`src/rtl/dbtx_pkg.sv`:
```
package dbtx_pkg;

    typedef enum logic [1:0] {
        ST_IDLE = 2'd0,
        ST_SEND = 2'd1,
        ST_LAST = 2'd2
    } tx_state_e;

    // serial bits per character: start + data + stop
    function automatic int slot_bits(input int char_w);
        return char_w + 2;
    endfunction

endpackage

```
`src/rtl/dbtx_bit_timer.sv`:
```
module dbtx_bit_timer #(
    parameter int DIV = 2604
) (
    input  logic clk_i,
    input  logic rst_ni,
    input  logic restart_i,
    input  logic run_i,
    output logic tick_o
);
    localparam int CNT_W = (DIV > 1) ? $clog2(DIV) : 1;
    localparam logic [CNT_W-1:0] RELOAD = CNT_W'(DIV - 1);

    logic [CNT_W-1:0] cnt_q;

    always_ff @(posedge clk_i or negedge rst_ni) begin
        if (!rst_ni) begin
            cnt_q <= RELOAD;
        end else if (restart_i) begin
            cnt_q <= RELOAD;
        end else if (run_i) begin
            cnt_q <= (cnt_q == '0) ? RELOAD : cnt_q - 1'b1;
        end
    end

    assign tick_o = run_i && !restart_i && (cnt_q == '0);

endmodule

```
`src/rtl/dbtx_frame_pack.sv`:
```
module dbtx_frame_pack #(
    parameter int CHAR_W   = 8,
    parameter int CHARS    = 2,
    parameter bit HI_FIRST = 1'b1
) (
    input  logic [CHAR_W*CHARS-1:0]     word_i,
    output logic [CHARS*(CHAR_W+2)-1:0] frame_o
);
    localparam int SLOT_W = dbtx_pkg::slot_bits(CHAR_W);

    for (genvar c = 0; c < CHARS; c++) begin : g_slot
        localparam int SRC = HI_FIRST ? (CHARS - 1 - c) : c;
        assign frame_o[c*SLOT_W]                  = 1'b0;
        assign frame_o[c*SLOT_W+1 +: CHAR_W]      = word_i[SRC*CHAR_W +: CHAR_W];
        assign frame_o[c*SLOT_W+CHAR_W+1]         = 1'b1;
    end

endmodule

```
`src/rtl/dbtx_shift_ctrl.sv`:
```
module dbtx_shift_ctrl
    import dbtx_pkg::*;
#(
    parameter int FRAME_W = 20
) (
    input  logic               clk_i,
    input  logic               rst_ni,
    input  logic               load_i,
    input  logic [FRAME_W-1:0] frame_i,
    input  logic               tick_i,
    output logic               tx_o,
    output logic               busy_o,
    output logic               restart_o,
    output logic               run_o
);
    localparam int IDX_W = $clog2(FRAME_W);
    localparam logic [IDX_W-1:0] PEN_IDX = IDX_W'(FRAME_W - 2);

    tx_state_e          state_q, state_d;
    logic [FRAME_W-1:0] sreg_q;
    logic [IDX_W-1:0]   idx_q;
    logic               accept;

    assign accept = (state_q == ST_IDLE) && load_i;

    // state register
    always_ff @(posedge clk_i or negedge rst_ni) begin
        if (!rst_ni) state_q <= ST_IDLE;
        else         state_q <= state_d;
    end

    // transitions: accept, penultimate, release
    always_comb begin
        state_d = state_q;
        unique case (state_q)
            ST_IDLE: if (load_i)                      state_d = ST_SEND;
            ST_SEND: if (tick_i && idx_q == PEN_IDX)  state_d = ST_LAST;
            ST_LAST: if (tick_i)                      state_d = ST_IDLE;
            default:                                  state_d = ST_IDLE;
        endcase
    end

    // shift register and bit index
    always_ff @(posedge clk_i or negedge rst_ni) begin
        if (!rst_ni) begin
            sreg_q <= '1;
            idx_q  <= '0;
        end else if (accept) begin
            sreg_q <= frame_i;
            idx_q  <= '0;
        end else if (state_q != ST_IDLE && tick_i) begin
            sreg_q <= {1'b1, sreg_q[FRAME_W-1:1]};
            if (state_q == ST_SEND) idx_q <= idx_q + 1'b1;
        end
    end

    // outputs
    always_comb begin
        tx_o      = sreg_q[0];
        busy_o    = (state_q != ST_IDLE);
        run_o     = (state_q != ST_IDLE);
        restart_o = accept;
    end

endmodule

```
`src/rtl/dual_byte_tx.sv`:
```
module dual_byte_tx #(
    parameter int CLK_HZ   = 50_000_000,
    parameter int BAUD     = 19_200,
    parameter bit HI_FIRST = 1'b1
) (
    input  logic        clk_i,
    input  logic        rst_ni,
    input  logic [15:0] word_i,
    input  logic        load_i,
    output logic        tx_o,
    output logic        busy_o
);
    localparam int CHAR_W  = 8;
    localparam int CHARS   = 2;
    localparam int DIV     = CLK_HZ / BAUD;
    localparam int FRAME_W = CHARS * dbtx_pkg::slot_bits(CHAR_W);

    logic [FRAME_W-1:0] frame;
    logic               bit_tick;
    logic               restart;
    logic               run;

    dbtx_frame_pack #(
        .CHAR_W  (CHAR_W),
        .CHARS   (CHARS),
        .HI_FIRST(HI_FIRST)
    ) u_pack (
        .word_i (word_i),
        .frame_o(frame)
    );

    dbtx_bit_timer #(
        .DIV(DIV)
    ) u_timer (
        .clk_i    (clk_i),
        .rst_ni   (rst_ni),
        .restart_i(restart),
        .run_i    (run),
        .tick_o   (bit_tick)
    );

    dbtx_shift_ctrl #(
        .FRAME_W(FRAME_W)
    ) u_ctrl (
        .clk_i    (clk_i),
        .rst_ni   (rst_ni),
        .load_i   (load_i),
        .frame_i  (frame),
        .tick_i   (bit_tick),
        .tx_o     (tx_o),
        .busy_o   (busy_o),
        .restart_o(restart),
        .run_o    (run)
    );

endmodule

```
`config.mk`:
```
export PLATFORM = sky130hd
export DESIGN_NAME = dual_byte_tx
export DESIGN_NICKNAME = d
export VERILOG_FILES = /design/src/rtl/dbtx_pkg.sv /design/src/rtl/dbtx_bit_timer.sv /design/src/rtl/dbtx_frame_pack.sv /design/src/rtl/dbtx_shift_ctrl.sv /design/src/rtl/dual_byte_tx.sv
export SDC_FILE = /design/constraint.sdc
export NUM_CORES = 1
export LEC_CHECK = 0
export BUFFER_PORTS_ARGS = -buffer_cell sky130_fd_sc_hd__buf_4
export CAP_MARGIN = 5
export CELL_PAD_IN_SITES_DETAIL_PLACEMENT = 1
export CELL_PAD_IN_SITES_GLOBAL_PLACEMENT = 2
export CORE_MARGIN = 10
export CORE_UTILIZATION = 44
export CTS_BUF_LIST = sky130_fd_sc_hd__clkbuf_4
export DETAILED_ROUTE_END_ITERATION = 8
export PLACE_DENSITY = 0.85
export SYNTH_ARGS = -nofsm -noshare
export SYNTH_HDL_FRONTEND = slang
export SYNTH_SLANG_ARGS = --single-unit
```
`constraint.sdc`:
```
create_clock -name clk_i -period 5.2 [get_ports clk_i]
set_clock_uncertainty 0.05 [all_clocks]
set_input_delay 0.78 -clock clk_i [delete_from_list [all_inputs] [get_ports clk_i]]
set_output_delay 0.78 -clock clk_i [all_outputs]
set_load 0.02 [all_outputs]
```
==> results of run 1 <==
-- through the flow --
stage	hold slack (ps)	cells	power, mW	area (um^2)	utilization
2_1_floorplan	399	177	0.764	2080	-
3_3_place_gp	421	243	0.820	2240	0.501
3_5_place_dp	442	243	0.850	2240	0.501
4_1_cts	318	251	1.11	2340	0.524
5_1_grt	329	251	1.17	2340	0.524
6_report	326	251	1.09	2340	0.524
-- Yosys cell counts, types with 2 or more instances --
| library cell | instances | area (um^2) |
|---|---|---|
| nand3_1 | 8 | 40.0 |
| ha_1 | 4 | 50.1 |
| o21ai_0 | 5 | 25.0 |
| a31oi_1 | 4 | 25.0 |
| mux2_4 | 9 | 135 |
| nor2_1 | 7 | 26.3 |
| nand2_1 | 18 | 67.6 |
| o211ai_1 | 2 | 15.0 |
| mux2_2 | 21 | 236 |
| or3_1 | 2 | 12.5 |
| dfstp_2 | 25 | 657 |
| o311ai_0 | 2 | 17.5 |
| nor3b_1 | 2 | 15.0 |
| xor2_1 | 2 | 17.5 |
| a21oi_1 | 7 | 35.0 |
| nor4_1 | 2 | 12.5 |
| buf_6 | 2 | 22.5 |
| nand4_1 | 6 | 37.5 |
| clkbuf_1 | 2 | 7.51 |
| a22o_1 | 3 | 26.3 |
| nor3_1 | 2 | 10.0 |
| inv_1 | 5 | 18.8 |
| dfrtp_1 | 13 | 325 |
-- routing by layer --
metal,wire [um],share of wire,track usage
met5,0,0,0
met4,59,0.013,0.0441
met2,2190,0.48,0.213
met1,2150,0.47,0.163
met3,173,0.038,0.0404
-- worst max-delay path by stage --
stage	to	slack (ps)	cells past startpoint
floorplan	u_ctrl.sreg_q[1]	3350	5
global placement	u_ctrl.sreg_q[14]	2960	4
detailed placement	u_ctrl.sreg_q[14]	2850	4
CTS	busy_o	2570	3
global route	busy_o	2440	3
finish	busy_o	2560	3
-- power breakdown --
part           internal (mW)  leakage, nW  switching [mW]  total (mW)
Combinational          0.172        0.445           0.128       0.300
Clock                  0.148       0.0528           0.103       0.251
Sequential             0.446        0.434          0.0943       0.541
Total                  0.767        0.932           0.325        1.09
-- state kept, by name, indices dropped and copies added, names as in the netlist --
register and cells:
u_ctrl.sreg_q 19, u_ctrl.state_q 2, u_timer.cnt_q 12, u_ctrl.idx_q 5
-- cell families (layout without fill, tap and decap cells) --
group | Yosys count | in the layout | share of synthesized area
AO/OA/AOI/OAI | 30 | 30 | 0.0998
XOR/XNOR | 3 | 3 | 0.0126
adder cells (fa/ha/maj) | 4 | 4 | 0.0240
buffers and inverters | 12 | 34 | 0.0373
flip-flops | 38 | 38 | 0.472
multiplexers | 31 | 31 | 0.183
AND/OR/NAND/NOR | 59 | 59 | 0.171
-- final cells by class --
class,instances,area [um^2]
Clock buffer,5,37.5
Tap cell,52,65.1
Inverter,6,22.5
Timing Repair Buffer,20,150
Sequential cell,38,982
Clock inverter,3,63.8
Fill cell,468,2130
Multi-Input combinational cell,127,1020
==> results.ini, run 1 <==
[run_status]
run_status=finished clean

[global_route]
grt_pass1_vias=1669
grt_pass1_wl_um=8160
grt_use_total=0.132
antenna_found_initial=0
grt_start_max_net_pins=39
gr-total-overflow=0

[synthesis]
synth_cell_type_count=47
avgSynthCellArea_um2=11.8
yosys_warnings=0
async_flop_share=1.00
synth-edff-count=0
synth_fp_nets=200
syn_area_um2=2080
synth-seq-cells=38
ys_seq_area_frac=0.472
synthCells=177
ys.flop_type=dfstp_2

[worst_setup_path]
worstPathRequired_ps=4370
reg2regPathDepth=4
startpoint=u_ctrl.state_q[0]
cp_top_family=buffers and inverters
reg2reg_to=u_ctrl.sreg_q[8]
r2r_slack_ps=2890
crit_buf_inv=2
crit_chain=nor2_4, clkinv_1, buf_4
crit_path_end_kind=output port
worst_path_max_delay_cell=dfrtp_1
slowest_delay_ps=520
path_class=register to output port
worst_setup_path_start_kind=register
cp_max_fo=11
arrival_ps=1810
worstReg2RegStart=u_timer.cnt_q[4]

[sta]
fmax_mhz=379
setup_viol=0
slew_violations=0
fin_crit_sh=0.507
fin_setup_tns_ps=0
worstMarginPinSlew_ps=977
hold_viol_final=0
fin_ws_ps=2560
period_needed_ps=2640
max_slew_margin=0.343
rsz0062_at_grt=no

[pwr]
leakagePower_nw=0.932
p_per_area_nw_per_um2=466
ir_worst_vdd_uv=226

[route]
wl_per_cell_um=18.2
wl_um=4570
ant_nets=0
drtIter0Drc=99
vias_per_cell=5.72
num_vias=1435
dr.pass1.iters=4
drc_errors=0

[layout]
final_cell_mix=25 x dfstp_2, 21 x mux2_2, 20 x buf_4
finalNetCount=221
final_common_cell=dfstp_2
antenna_cells=0
area_delta_synth_final_pct=12.6
drive_above_1_share=0.447

[clocking]
clk_latency_ps=350
clkTransAtPathRegs_ps=110
ctsResizeCount=0
cts-buffers-inserted=5
cts_buffer_depth=2
cts_root_buffer=clkbuf_4
cts_sinks=38
cts_tree=yes
cts_setup_buffers=0
hold_buffers=0
h-tree-depth=2

[floorplan]
die_w_um=88.8
initial_core_util=0.465
die_y_um=88.8
core_area_um2=4470
ios=21
dieArea_um2=7880
core.rowCount=24

[placement]
io_buffers=20
dp_slack_ps=2850
globalplace.congestion=0.790
dp_hpwl_um=3240

[flow_run]
drv_cap=0

[worst_hold_path]
holdCritPathClass=input pin to asynchronous set/reset pin

(Power assumes the default switching activity.)
==> inputs of run 2 (changes only) <==
--- a/config.mk
+++ b/config.mk
@@ -10,10 +10,10 @@
 export CELL_PAD_IN_SITES_DETAIL_PLACEMENT = 1
 export CELL_PAD_IN_SITES_GLOBAL_PLACEMENT = 2
 export CORE_MARGIN = 10
-export CORE_UTILIZATION = 44
+export CORE_UTILIZATION = 41
 export CTS_BUF_LIST = sky130_fd_sc_hd__clkbuf_4
 export DETAILED_ROUTE_END_ITERATION = 8
-export PLACE_DENSITY = 0.85
+export PLACE_DENSITY = 0.79
 export SYNTH_ARGS = -nofsm -noshare
 export SYNTH_HDL_FRONTEND = slang
 export SYNTH_SLANG_ARGS = --single-unit
==> constraint.sdc (replaced) <==
create_clock -name clk_i -period 2.65 [get_ports clk_i]
set_clock_uncertainty 0.05 [all_clocks]
set_input_delay 0.3975 -clock clk_i [delete_from_list [all_inputs] [get_ports clk_i]]
set_output_delay 0.3975 -clock clk_i [all_outputs]
set_load 0.02 [all_outputs]
==> run 2 against run 1 <==
Largest power group unchanged; sequential share of layout area fell by 0.62 points; combinational power rose by 100%; critical endpoint is now u_ctrl.sreg_q[7]; flip-flop and latch count did not move.
==> results.ini, run 2 (synthesis results as in run 1) <==
[clocking]
cts_tree=yes
clk_latency_ps=340  ; about the same
cts_setup_buffers=0  ; unchanged
cts_buffer_depth=2  ; unchanged
cts_sinks=38  ; unchanged
cts_root_buffer=clkbuf_4
cts-buffers-inserted=5  ; unchanged
clkTransAtPathRegs_ps=120  ; about the same
h-tree-depth=2  ; unchanged

[worst_hold_path]
holdCritPathClass=input pin to register
hp-start=word_i[7]
holdPathStages=3
whs_endpoint=u_ctrl.sreg_q[18]

[layout]
area_delta_synth_final_pct=14.2
largest_reg_flops=19  ; unchanged
reg.largest.list=u_ctrl.sreg_q (19), u_timer.cnt_q (12), u_ctrl.idx_q (5)
final_cell_mix=25 x dfstp_2, 24 x buf_4, 21 x mux2_2
drive_above_1_share=0.461  ; +0.0135
largest-register=u_ctrl.sreg_q
finalNetCount=226  ; +2.3%
utilization=0.494  ; -0.0300
antenna_cells=0  ; unchanged
final_cell_count_no_fill=271  ; +8.0%
final_common_cell=dfstp_2

[route]
drtIter0Drc=67  ; -32%
wl_met2_um=2500  ; +14%
drc_errors=0  ; unchanged
drt-met1-wl_um=2090  ; -2.8%
ant_nets=0  ; unchanged
wl_um=4860  ; +6.3%
dr.pass1.iters=4  ; unchanged
vias_per_cell=5.43  ; -5.1%
num_vias=1471  ; +2.5%
met3_length_um=198  ; +14%
highest_layer=met4
wl_per_cell_um=17.9  ; -1.5%

[floorplan]
dieArea_um2=8330  ; +5.6%
initial_core_util=0.432  ; -0.0331
die_y_um=91.3  ; +2.8%
die_w_um=91.3  ; +2.8%
core_area_um2=4820  ; +7.7%
core.rowCount=25  ; +4.2%
ios=21  ; unchanged

[placement]
globalplace.congestion=0.801  ; +1.5%
io_buffers=20  ; unchanged
dp_hpwl_um=3500  ; +7.9%
placed_cells=262  ; +7.8%

[sta]
worstMarginPinSlew_ps=646  ; -331 ps
fin_setup_tns_ps=0  ; unchanged
setup_viol=0  ; unchanged
fmax_mhz=456
fin_crit_sh=0.828
rsz0062_at_grt=no
period_needed_ps=2190
hold_viol_final=0  ; unchanged
max_slew_margin=0.568  ; +0.226
slew_violations=0  ; unchanged

[worst_setup_path]
reg2regPathDepth=5  ; +1
crit_path_end_kind=register
worstPathRequired_ps=2870  ; -1500 ps
cp_max_fo=16  ; +5
arrival_ps=2410  ; +600 ps
r2r_slack_ps=460  ; -2430 ps
worst_setup_path_start_kind=register
worstReg2RegStart=u_timer.cnt_q[4]
reg2reg_to=u_ctrl.sreg_q[7]
path_class=register to register

[global_route]
gr-total-overflow=0  ; unchanged
grt_start_max_net_pins=39  ; unchanged
grt_pass1_vias=1668  ; -0.060%
grt_pass1_wl_um=8330  ; +2.1%
antenna_found_initial=0  ; unchanged
grt_use_total=0.123  ; -0.00906

[flow_run]
drv_cap=0  ; unchanged

[pwr]
leakagePower_nw=0.949  ; +1.8%
ir_worst_vdd_uv=371  ; +64%
p_per_area_nw_per_um2=867  ; +86%
power.total_mw=2.06  ; +89%

[run_status]
run_status=finished clean

run 2: cell count changes in the layout (fill, tap and decap cells not counted), sizes merged:
cell	previous run	this run
buf	20	24
clkinv	2	3
bufinv	2	1
dlygate4sd3	0	1
run 2: layer usage:
layer	track usage	up-vias
met5	0	-
met4	0.0418	0
met3	0.0346	9
met2	0.217	28
met1	0.138	729
li1	-	705
run 2: what timing repair did:
item	in CTS	in global routing
resized for setup	0	0
endpoints found under the hold margin	13	0
hold buffers	1	0
run 2: per-stage QoR:
stage	hold WS [ps]	cell area, um^2	setup WS (ps)
finish	253	2380	456
global route	263	2380	309
CTS	238	2380	435
detailed placement	341	2290	456
global placement	338	2290	563
floorplan	51.9	2080	846
run 2: report_power, final:
group | internal (mW) | switching [mW] | total (mW)
logic | 0.348 | 0.265 | 0.612
clock network | 0.195 | 0.192 | 0.388
registers | 0.876 | 0.185 | 1.06
run 2: critical path, cell delays in order (launching register included):
cell and delay (ps):
dfrtp_1 460, nor3_4 400, nand4_4 330, o21ai_4 210, buf_4 290, mux2_2 370
run 2: how the worst max path moves through the flow:
stage | start | cells past startpoint | slack (ps) | endpoint
finish | u_timer.cnt_q[4] | 5 | 460 | u_ctrl.sreg_q[7]
global route | u_timer.cnt_q[4] | 5 | 310 | u_ctrl.sreg_q[7]
CTS | u_timer.cnt_q[4] | 5 | 440 | u_ctrl.sreg_q[7]
detailed placement | u_timer.cnt_q[4] | 5 | 460 | u_ctrl.sreg_q[7]
global placement | u_timer.cnt_q[4] | 5 | 560 | u_ctrl.sreg_q[11]
floorplan | u_timer.cnt_q[2] | 5 | 850 | u_ctrl.sreg_q[15]
run 2: final cells by class:
cell class                      instances  area, um^2
Multi-Input combinational cell        127        1020
Clock buffer                            5        37.5
Timing Repair Buffer                   25         190
Fill cell                             546        2440
Clock inverter                          3        40.0
Inverter                                6        22.5
Sequential cell                        38         982
Tap cell                               67        83.8
